## config.mk

```make
export PLATFORM = sky130hd
export DESIGN_NAME = replay_field_sched
export DESIGN_NICKNAME = d
export VERILOG_FILES = /design/src/rtl/rps_pkg.sv /design/src/rtl/rps_field_div.sv /design/src/rtl/rps_slot_ring.sv /design/src/rtl/rps_ctrl.sv /design/src/rtl/replay_field_sched.sv
export SDC_FILE = /design/constraint.sdc
export NUM_CORES = 1
export LEC_CHECK = 0
export BUFFER_PORTS_ARGS = -buffer_cell sky130_fd_sc_hd__buf_2
export CORE_ASPECT_RATIO = 1.1
export CORE_UTILIZATION = 64
export CTS_CLUSTER_DIAMETER = 40
export DETAILED_ROUTE_END_ITERATION = 16
export PLACE_DENSITY_LB_ADDON = 0.1
export SETUP_SLACK_MARGIN = 0.1
export SKIP_CTS_REPAIR_TIMING = 1
export SYNTH_ARGS = -nofsm -noshare
export SYNTH_HDL_FRONTEND = slang
export SYNTH_SLANG_ARGS = --single-unit
```

## constraint.sdc

```tcl
create_clock -name clk -period 5.9 [get_ports clk]
set_input_delay 1.18 -clock clk [delete_from_list [all_inputs] [get_ports clk]]
set_output_delay 1.18 -clock clk [all_outputs]
set_load 0.005 [all_outputs]
```

## src/rtl/rps_pkg.sv

```systemverilog
package rps_pkg;

    typedef enum logic [1:0] {
        ST_IDLE   = 2'b00,
        ST_ACQ    = 2'b01,
        ST_FROZEN = 2'b10,
        ST_REPLAY = 2'b11
    } rps_state_e;

    // Width of the field phase counters; holds the longest interval (10 << 3 = 80).
    localparam int DIV_W = 7;

    // Fields per capture: 4, 6, 8, 10.
    function automatic logic [DIV_W-1:0] acq_period(input logic [1:0] sel);
        return DIV_W'(4) + DIV_W'({sel, 1'b0});
    endfunction

    // Fields per replayed slot: the capture interval scaled by 2^psel.
    function automatic logic [DIV_W-1:0] play_period(input logic [1:0] asel,
                                                     input logic [1:0] psel);
        return acq_period(asel) << psel;
    endfunction

endpackage

```

## src/rtl/rps_field_div.sv

```systemverilog
// Field-pulse divider: fires on the first pulse after clear, then once per period.
module rps_field_div #(
    parameter int W = 7
) (
    input  logic         clk,
    input  logic         rst_n,
    input  logic         clear,
    input  logic         adv,
    input  logic [W-1:0] period,
    output logic         fire
);

    logic [W-1:0] phase;

    assign fire = adv && (phase == '0);

    always_ff @(posedge clk or negedge rst_n) begin
        if (!rst_n) begin
            phase <= '0;
        end else if (clear) begin
            phase <= '0;
        end else if (adv) begin
            // ">=" also recovers when the period shrinks mid-run.
            phase <= (phase >= period - 1'b1) ? '0 : phase + 1'b1;
        end
    end

    // a clear always restarts the schedule on the next pulse
    p_phase_restart_r8: assert property (@(posedge clk) disable iff (!rst_n)
        clear |=> (phase == '0));

endmodule

```

## src/rtl/rps_slot_ring.sv

```systemverilog
// Write pointer, valid count and replay read cursor of the circular slot store.
module rps_slot_ring #(
    parameter int DEPTH  = 16,
    parameter int SLOT_W = 4,
    localparam int CNT_W = $clog2(DEPTH + 1)
) (
    input  logic              clk,
    input  logic              rst_n,
    input  logic              clear,
    input  logic              cap_fire,
    input  logic              play_load,
    input  logic              play_fire,
    output logic [SLOT_W-1:0] wr_slot,
    output logic [SLOT_W-1:0] rd_slot,
    output logic              empty,
    output logic              last
);

    logic [SLOT_W-1:0] wr_ptr;
    logic [SLOT_W-1:0] rd_ptr;
    logic [CNT_W-1:0]  valid_cnt;
    logic [CNT_W-1:0]  remain;
    logic              full;
    logic [SLOT_W-1:0] oldest;

    function automatic logic [SLOT_W-1:0] step(input logic [SLOT_W-1:0] p);
        return (p == SLOT_W'(DEPTH - 1)) ? '0 : p + 1'b1;
    endfunction

    assign full    = (valid_cnt == CNT_W'(DEPTH));
    assign oldest  = full ? wr_ptr : '0;
    assign wr_slot = wr_ptr;
    assign rd_slot = rd_ptr;
    assign empty   = (valid_cnt == '0);
    assign last    = (remain == CNT_W'(1));

    // Write side
    always_ff @(posedge clk or negedge rst_n) begin
        if (!rst_n) begin
            wr_ptr    <= '0;
            valid_cnt <= '0;
        end else if (clear) begin
            wr_ptr    <= '0;
            valid_cnt <= '0;
        end else if (cap_fire) begin
            wr_ptr <= step(wr_ptr);
            if (!full) begin
                valid_cnt <= valid_cnt + 1'b1;
            end
        end
    end

    // Replay side
    always_ff @(posedge clk or negedge rst_n) begin
        if (!rst_n) begin
            rd_ptr <= '0;
            remain <= '0;
        end else if (clear) begin
            remain <= '0;
        end else if (play_load) begin
            rd_ptr <= oldest;
            remain <= valid_cnt;
        end else if (play_fire && remain != '0) begin
            rd_ptr <= step(rd_ptr);
            remain <= remain - 1'b1;
        end
    end

    // the valid count never exceeds the store depth
    p_count_bound_r2: assert property (@(posedge clk) disable iff (!rst_n)
        valid_cnt <= CNT_W'(DEPTH));

    // a clear leaves the store empty
    p_clear_empty_r3: assert property (@(posedge clk) disable iff (!rst_n)
        clear |=> empty);

    // a replay step is only taken while slots remain
    p_play_has_slot_r7: assert property (@(posedge clk) disable iff (!rst_n)
        (play_fire && !clear && !play_load) |-> (remain != '0));

    // pointers stay inside the store
    p_ptr_range_r2: assert property (@(posedge clk) disable iff (!rst_n)
        (wr_ptr < SLOT_W'(DEPTH)) || (DEPTH == (1 << SLOT_W)));

endmodule

```

## src/rtl/rps_ctrl.sv

```systemverilog
// Control state machine and registered strobe outputs.
module rps_ctrl
    import rps_pkg::*;
#(
    parameter int SLOT_W = 4
) (
    input  logic              clk,
    input  logic              rst_n,
    input  logic              field_start,
    input  logic              acq_req,
    input  logic              play_go,
    input  logic              empty,
    input  logic              last,
    input  logic              cap_fire,
    input  logic              play_fire,
    input  logic [SLOT_W-1:0] wr_slot,
    input  logic [SLOT_W-1:0] rd_slot,
    output logic              clear,
    output logic              play_load,
    output logic              cap_adv,
    output logic              play_adv,
    output rps_state_e        state,
    output logic              cap_stb,
    output logic [SLOT_W-1:0] cap_slot,
    output logic              play_stb,
    output logic [SLOT_W-1:0] play_slot
);

    rps_state_e state_q;
    rps_state_e state_d;
    logic       go_q;
    logic       go_rise;

    assign go_rise = play_go && !go_q;
    assign state   = state_q;

    // Transition qualifiers
    assign clear     = acq_req && (state_q != ST_ACQ);                       // CLEAR
    assign play_load = (state_q == ST_FROZEN) && !acq_req && go_rise;        // START
    assign cap_adv   = field_start && (state_q == ST_ACQ) && acq_req;
    assign play_adv  = field_start && (state_q == ST_REPLAY) && !acq_req;

    always_comb begin
        state_d = state_q;
        unique case (state_q)
            ST_IDLE: begin
                if (acq_req) state_d = ST_ACQ;
            end
            ST_ACQ: begin
                if (!acq_req) state_d = empty ? ST_IDLE : ST_FROZEN;       // HOLD
            end
            ST_FROZEN: begin
                if (acq_req)      state_d = ST_ACQ;
                else if (go_rise) state_d = ST_REPLAY;
            end
            ST_REPLAY: begin
                if (acq_req)                state_d = ST_ACQ;
                else if (play_fire && last) state_d = ST_FROZEN;           // DONE
            end
        endcase
    end

    // State register
    always_ff @(posedge clk or negedge rst_n) begin
        if (!rst_n) begin
            state_q <= ST_IDLE;
            go_q    <= 1'b0;
        end else begin
            state_q <= state_d;
            go_q    <= play_go;
        end
    end

    // Output register
    always_ff @(posedge clk or negedge rst_n) begin
        if (!rst_n) begin
            cap_stb   <= 1'b0;
            cap_slot  <= '0;
            play_stb  <= 1'b0;
            play_slot <= '0;
        end else begin
            cap_stb  <= cap_fire;
            play_stb <= play_fire;
            if (cap_fire)  cap_slot  <= wr_slot;
            if (play_fire) play_slot <= rd_slot;
        end
    end

    // an acquire request outside ACQUIRE enters ACQUIRE on the next cycle
    p_clear_enters_acq_r3: assert property (@(posedge clk) disable iff (!rst_n)
        (state_q != ST_ACQ && acq_req) |=> (state_q == ST_ACQ));

    // capture strobes only come out while acquiring
    p_cap_in_acq_r2: assert property (@(posedge clk) disable iff (!rst_n)
        cap_stb |-> (state_q == ST_ACQ));

    // playback strobes only follow a cycle spent in REPLAY
    p_play_from_replay_r7: assert property (@(posedge clk) disable iff (!rst_n)
        play_stb |-> ($past(state_q) == ST_REPLAY));

    // the two strobes never overlap
    p_no_overlap_r8: assert property (@(posedge clk) disable iff (!rst_n)
        !(cap_stb && play_stb));

    // without an acquire request IDLE is left for nothing
    p_idle_holds_r6: assert property (@(posedge clk) disable iff (!rst_n)
        (state_q == ST_IDLE && !acq_req) |=> (state_q == ST_IDLE));

endmodule

```

## src/rtl/replay_field_sched.sv

```systemverilog
module replay_field_sched
    import rps_pkg::*;
#(
    parameter int DEPTH   = 16,
    parameter int INSET_N = 4,
    localparam int SLOT_W = $clog2(DEPTH)
) (
    input  logic               clk,
    input  logic               rst_n,
    input  logic               field_start,
    input  logic [1:0]         acq_rate,
    input  logic               save_clear,
    input  logic [1:0]         play_rate,
    input  logic               play_go,
    input  logic [INSET_N-1:0] inset_on,
    output logic               cap_stb,
    output logic [SLOT_W-1:0]  cap_slot,
    output logic               play_stb,
    output logic [SLOT_W-1:0]  play_slot,
    output logic [1:0]         status
);

    logic             acq_req;
    logic             clear;
    logic             play_load;
    logic             cap_adv;
    logic             play_adv;
    logic             cap_fire;
    logic             play_fire;
    logic             empty;
    logic             last;
    logic [SLOT_W-1:0] wr_slot;
    logic [SLOT_W-1:0] rd_slot;
    rps_state_e       state;

    // The save/clear command only counts while every inset is off.
    assign acq_req = save_clear && (inset_on == '0);
    assign status  = state;

    rps_field_div #(.W(DIV_W)) u_cap_div (
        .clk    (clk),
        .rst_n  (rst_n),
        .clear  (clear),
        .adv    (cap_adv),
        .period (acq_period(acq_rate)),
        .fire   (cap_fire)
    );

    rps_field_div #(.W(DIV_W)) u_play_div (
        .clk    (clk),
        .rst_n  (rst_n),
        .clear  (play_load),
        .adv    (play_adv),
        .period (play_period(acq_rate, play_rate)),
        .fire   (play_fire)
    );

    rps_slot_ring #(.DEPTH(DEPTH), .SLOT_W(SLOT_W)) u_ring (
        .clk       (clk),
        .rst_n     (rst_n),
        .clear     (clear),
        .cap_fire  (cap_fire),
        .play_load (play_load),
        .play_fire (play_fire),
        .wr_slot   (wr_slot),
        .rd_slot   (rd_slot),
        .empty     (empty),
        .last      (last)
    );

    rps_ctrl #(.SLOT_W(SLOT_W)) u_ctrl (
        .clk         (clk),
        .rst_n       (rst_n),
        .field_start (field_start),
        .acq_req     (acq_req),
        .play_go     (play_go),
        .empty       (empty),
        .last        (last),
        .cap_fire    (cap_fire),
        .play_fire   (play_fire),
        .wr_slot     (wr_slot),
        .rd_slot     (rd_slot),
        .clear       (clear),
        .play_load   (play_load),
        .cap_adv     (cap_adv),
        .play_adv    (play_adv),
        .state       (state),
        .cap_stb     (cap_stb),
        .cap_slot    (cap_slot),
        .play_stb    (play_stb),
        .play_slot   (play_slot)
    );

    // with any inset on, ACQUIRE cannot be entered
    p_inset_blocks_r4: assert property (@(posedge clk) disable iff (!rst_n)
        (status != 2'b01 && inset_on != '0) |=> (status != 2'b01));

    // REPLAY is only entered from FROZEN
    p_replay_from_frozen_r9: assert property (@(posedge clk) disable iff (!rst_n)
        (status == 2'b11 && $past(status) != 2'b11) |-> ($past(status) == 2'b10));

endmodule

```

==> summary.txt, run 1 <==
Clock tree
  • Worst-Skew Late Latency: 0.31 ns
  • H-tree levels: 2
  • Clk sinks: 45
  • CTS tree: yes
  • Inserted Clock Buffers: 5
  • Clk slew on worst S/H paths: 0.09 ns
  • Clock Tree Buf Depth: 2
  • Root Driver: clkbuf_8

Die
  • Initial Utilization: 67.6%
  • Top-Level Pins: 25
  • Core box area: 0.00402 mm^2
  • Chip Height: 70.4 um
  • Die area: 0.00451 mm^2
  • Core Rows: 24
  • Die W: 64.1 um

Critical path
  • Setup Crit Path Kind: primary input to flip-flop
  • Reg2reg start: u_play_div.phase[0]
  • CP endpoint kind: flip-flop
  • Reg2Reg Setup Slack: 3.30 ns
  • Critical Path RT: 6.13 ns
  • End of the critical path: u_play_div.phase[2]
  • CP max FO: 11
  • Worst path arrival time: 3.47 ns
  • RR Endpoint: u_ring.remain[2]
  • CP startpoint: inset_on[0]
  • Startpoint Class: primary input
  • R2R depth: 7

GRT
  • Grt ovf: 0
  • Gr busiest metal: met2
  • GR Util met3: 4.41%
  • Met2 Usage GRT: 45.3%
  • Initial antenna violation count: 0
  • Largest net degree at the start of global routing: 46
  • First-pass GRT wire length: just over 9000 um
  • Gr usage total: 26.2%
  • GR Util met1: 33.1%
  • Number of global-route vias before repair: between 2000 and 2500

Synthesis
  • Mean Syn Cell Area: 9.54 um^2
  • Sequential-to-total area share from yosys stat: approximately two fifths
  • Synthesized instance count: 285
  • Area contributors post-synth: dfrtp_1, ha_1, a21oi_1
  • Syn Std Cell Area: 0.00272 mm^2
  • Post-synth EDFFs: 0
  • Syn nets: ~320
  • Seq cells post-synth: 45
  • Post-synth cell types: 49
  • Synth area leader: dfrtp_1
  • Yosys top cell area share: 41.4%
  • Top_reg_cell synth: dfrtp_1
  • Most numerous cell in the Yosys netlist: dfrtp_1
  • Ys async rst share: 100%
  • Yosys warns: 0
  • Top post-synthesis cells by count: dfrtp_1, a21oi_1, nor2_1, ha_1, inv_1

Power
  • Internal power: 0.641 mW
  • Combinational share of power: 35.4%
  • VDD IR max: 0.201 mV
  • Sw Ratio: 37.8%
  • Power Dens Cells: 346 mW/mm^2
  • Power Total: 1.03 mW
  • Part of the power in registers: ~45%
  • Leak: 1.45 nW
  • Net Sw Power: just under 0.4 mW
  • Clock power frac: approximately 20%

Route
  • Vias per cell: 5.98
  • Routed Antenna Nets: 0
  • Initial DRC Count: 142
  • Detailed-route wire length: 5360 um
  • Vias: 2171
  • Wire per inst: 14.8 um
  • DRC: 0
  • First drt pass iteration count: 4

Final layout
  • Diode count: 0
  • FILL cells: 326
  • Layout Nets: 346
  • Multi-input gate area: 0.00149 mm^2
  • Share of layout cells above drive strength 1: 16.1%
  • Reg area: roughly 0.0011 mm^2
  • Area delta synth->final: 9.53%

STA
  • Final Setup Violations: 0
  • Final WS setup: 2.66 ns
  • Tightest Pin Transition: around 1 ns
  • Rel. slew slack: 33.8%
  • Skew final: 0.00944 ns
  • Final hold violation count: 0
  • Unrepaired setup endpoints after global routing: false
  • Max Slew Vio Count: 0
  • Min cycle time layout: 3.24 ns
  • Fmax achieved: around 310 MHz
  • Tcrit/Tclk final: 55.0%
  • Hold_ws: just under 0.5 ns
  • Final TNS setup: 0 ns

Flow run
  • Max cap viols: 0

Placed design
  • Pre-CTS setup slack: 2.36 ns
  • PortBufs: 24
  • Final estimated routing congestion in global placement: 0.807
  • Hpwl dp: between 3000 and 4000 um

Worst hold path
  • Min-delay worst type: flip-flop to flip-flop

Status
  • Outcome: finished clean
==> critical path: stages <==
cell and delay [ns]:
buf_2 0.10, or4b_4 0.57, o21ai_1 0.57, buf_4 0.30, o311a_1 0.37, nand2_1 0.17, o22ai_1 0.21
==> cell families after synthesis <==
logic type                 count (synthesis)  synth area share, %
adders and majority gates                 23                 10.6
AOI/OAI and AO/OA                         69                 16.1
DFF                                       45                 41.4
and+or+nand+nor                           98                 19.9
buffers and inverters                     28                 3.96
muxes                                     13                 5.20
xor gates and xnor gates                   9                 2.90
==> sequential cells by signal, indices dropped and copies added, names as in the netlist <==
name	count
u_ctrl.cap_stb	1
u_ctrl.state	2
u_ctrl.go_q	1
u_ring.rd_slot	4
u_ctrl.play_stb	1
u_cap_div.phase	7
u_ring.remain	5
u_ctrl.play_slot	4
u_ctrl.cap_slot	4
u_ring.valid_cnt	5
u_play_div.phase	7
u_ring.wr_slot	4
==> cell type report <==
| cell class | count | share of cell area [%] |
|---|---|---|
| Multi-Input combinational cell | 212 | 49.9 |
| Sequential cell | 45 | 37.8 |
| Inverter | 21 | 2.65 |
| Tap cell | 52 | 2.18 |
| Timing Repair Buffer | 25 | 4.29 |
| Clock buffer | 5 | 2.31 |
| Clock inverter | 3 | 0.882 |
==> per-layer routing <==
metal / wire length (um) / vias up
li1: - / 1081
met1: 2420 / 1047
met2: 2690 / 37
met3: 190 / 6
met4: 63 / 0
met5: 0 / -
==> power by group through the flow <==
stage / registers, mW / logic [mW] / clock network, mW
3_3_place_gp: 0.465 / 0.352 / 0
3_5_place_dp: 0.468 / 0.365 / 0
4_1_cts: 0.463 / 0.367 / 0.206
2_1_floorplan: 0.450 / 0.281 / 0
5_1_grt: 0.476 / 0.415 / 0.216
6_report: 0.464 / 0.364 / 0.202
==> cells in the final DEF, fill, tap and decap left out, types with 2 or more instances in the layout <==
cell type / count
a21o_1: 5
a21oi_1: 26
a311o_1: 2
a31oi_1: 8
and2_1: 6
and3_1: 3
buf_2: 24
clkbuf_8: 5
clkinv_4: 2
dfrtp_1: 45
ha_1: 23
inv_1: 21
mux2_2: 9
mux2i_1: 4
nand2_1: 20
nand2b_1: 3
nand3_1: 11
nand3b_1: 4
nand4_1: 6
nor2_1: 25
nor3_1: 3
nor3b_1: 3
nor4_1: 2
o21a_1: 2
o21ai_0: 10
o22ai_1: 3
o31a_1: 3
or3_1: 2
xnor2_1: 3
xor2_1: 6
==> metrics by stage <==
step           cells  util (%)  area, um^2
2_1_floorplan    285         -        2720
3_3_place_gp     355      71.6        2880
3_5_place_dp     355      71.6        2880
4_1_cts          363      74.0        2980
5_1_grt          363      74.0        2980
6_report         363      74.0        2980
==> worst min-delay path by stage <==
stage / start / to / slack, ns / cells after the start
2_1_floorplan: u_cap_div.phase[6] / u_cap_div.phase[6] / 0.44 / 1
3_5_place_dp: u_ctrl.cap_slot[2] / u_ctrl.cap_slot[2] / 0.47 / 2
5_1_grt: u_cap_div.phase[6] / u_cap_div.phase[6] / 0.52 / 1
6_report: u_ctrl.cap_slot[2] / u_ctrl.cap_slot[2] / 0.49 / 2
4_1_cts: u_ctrl.cap_slot[2] / u_ctrl.cap_slot[2] / 0.49 / 2
3_3_place_gp: u_ctrl.cap_slot[2] / u_ctrl.cap_slot[2] / 0.46 / 2
No activity file was read; power rests on OpenSTA's default activity.
==> run 2: changes to the inputs <==
- CORE_UTILIZATION: 64 -> 59
- clock period: 5.9 -> 3.1 ns (I/O delays scaled with it)
==> summary.txt, run 2 (synthesis results as in run 1) <==
Die
  • Die W: 66.7 um
  • Top-Level Pins: 25
  • Initial Utilization: 62.5%
  • Die area: 0.00488 mm^2
  • Core box area: 0.00435 mm^2
  • Chip Height: 73.2 um
  • Core Rows: 25

STA
  • Tightest Pin Transition: between 0.9 and 1 ns
  • Fmax achieved: 386 MHz
  • Final Setup Violations: 0
  • Tcrit/Tclk final: between 80% and 90%
  • Rel. slew slack: a little over a third
  • Skew final: 0.0106 ns
  • Final TNS setup: 0 ns
  • Final WS setup: 0.507 ns
  • Min cycle time layout: 2.59 ns
  • Final hold violation count: 0
  • Max Slew Vio Count: 0
  • Unrepaired setup endpoints after global routing: false

Final layout
  • Most frequent cells in the layout: dfrtp_1, a21oi_1, nor2_1
  • Layout Nets: between 300 and 400
  • Non-filler cells, final: 370
  • Commonest non-fill, non-tap cell in the layout: dfrtp_1
  • Share of layout cells above drive strength 1: 16.8%
  • Diode count: 0
  • Top Registers: u_cap_div.phase x7, u_play_div.phase x7
  • Area delta synth->final: 10.6%

Route
  • First drt pass iteration count: 4
  • Detailed-route wire length: 5440 um
  • Vias per cell: 5.94
  • Initial DRC Count: 85
  • Vias: 2196
  • DRC: 0
  • Routed Antenna Nets: 0
  • Wire per inst: 14.7 um

GRT
  • Initial antenna violation count: 0
  • Gr usage total: 25.2%
  • Grt ovf: 0
  • First-pass GRT wire length: 9320 um
  • Largest net degree at the start of global routing: 46
  • Number of global-route vias before repair: 2120

Critical path
  • Slowest cell on the critical path: o311a_1
  • Startpoint Class: primary input
  • Reg2reg start: u_play_div.phase[0]
  • CP endpoint kind: flip-flop
  • Critical Path RT: 3.27 ns
  • CP startpoint: acq_rate[0]
  • Setup Crit Path Kind: primary input to flip-flop
  • CP max FO: 9
  • Critical-path cell list: buf_2 > and2_1 > o21ai_0 > ha_1 > nor3b_1 > a31oi_1 > ha_1 > nand2_1 > o311a_1 > nand2_1 > o21ai_0
  • CP max stage delay: approximately 0.46 ns
  • Worst path arrival time: roughly 2.8 ns

Clock tree
  • Root Driver: clkbuf_8
  • Worst-Skew Late Latency: between 0.2 and 0.3 ns
  • CTS tree: yes
  • Inserted Clock Buffers: 5
  • Clk slew on worst S/H paths: 0.08 ns
  • Clock Tree Buf Depth: 2
  • Clk sinks: 45
  • H-tree levels: 2

Flow run
  • Max cap viols: 0

Power
  • Power Dens Cells: 650 mW/mm^2
  • VDD IR max: 0.429 mV
  • Leak: 1.47 nW

Placed design
  • Final estimated routing congestion in global placement: 0.771
  • Pre-CTS setup slack: 0.215 ns
  • Dpl cells: 362
  • Hpwl dp: 4040 um
  • PortBufs: 24

Worst hold path
  • Min-delay worst type: primary input to flip-flop
  • Hold Path Origin: play_go

Status
  • Outcome: finished clean
-- run 2: cell types whose count changed in the layout (fill, tap and decap cells not counted), sizes merged --
cell,before,now
buf,25,30
clkbuf,5,7
clkinv,2,0
clkinvlp,0,1
inv,22,21
-- run 2: per-layer routing --
metal | share of wire (%) | wire, um | global-route usage, % | up-vias
met1 | 47 | 2570 | 33.1 | 1075
met4 | 1.2 | 65 | 7.80 | 0
met2 | 49 | 2640 | 42.3 | 31
met3 | 3.0 | 164 | 4.38 | 5
li1 | - | - | - | 1085
met5 | 0 | 0 | 0 | -
-- run 2: where the power goes --
group,internal (mW),switching (mW)
registers,0.726,0.159
clock network,0.160,0.191
logic,0.347,0.373
total,1.23,0.723
-- run 2: worst max-delay path, delay by kind of cell --
kind | cells | cell delay, ns
and+or+nand+nor | 4 | 0.58
adders and majority gates | 2 | 0.53
buffers and inverters | 1 | 0.15
AOI/OAI and AO/OA | 4 | 0.86
-- run 2: area by class of cell --
cell class | instances | area [um^2]
Inverter | 21 | 78.8
Fill cell | 351 | 1340
Multi-Input combinational cell | 212 | 1490
Clock buffer | 7 | 76.3
Sequential cell | 45 | 1130
Tap cell | 54 | 67.6
Timing Repair Buffer | 30 | 165
Clock inverter | 1 | 7.51
-- run 2: worst paths after layout --
kind,to,slack (ns),cells past startpoint
min in group asynchronous,u_ctrl.cap_slot[3],0.47,1
setup reg to reg,u_ring.remain[0],0.66,7
setup / recovery,u_play_div.phase[0],0.51,11
hold / removal,u_ctrl.go_q,0.44,1
max in group asynchronous,u_ctrl.play_stb,2.01,1
hold reg to reg,u_cap_div.phase[5],0.49,1
-- run 2: metrics by stage --
| stage | power (mW) | area, um^2 | util, % | hold WS [ns] |
|---|---|---|---|---|
| 2_1_floorplan | 1.39 | 2720 | - | 0.324 |
| 3_3_place_gp | 1.58 | 2920 | 67.2 | 0.460 |
| 3_5_place_dp | 1.62 | 2920 | 67.2 | 0.462 |
| 4_1_cts | 1.97 | 3010 | 69.2 | 0.433 |
| 5_1_grt | 2.12 | 3010 | 69.2 | 0.425 |
| 6_report | 1.96 | 3010 | 69.2 | 0.439 |
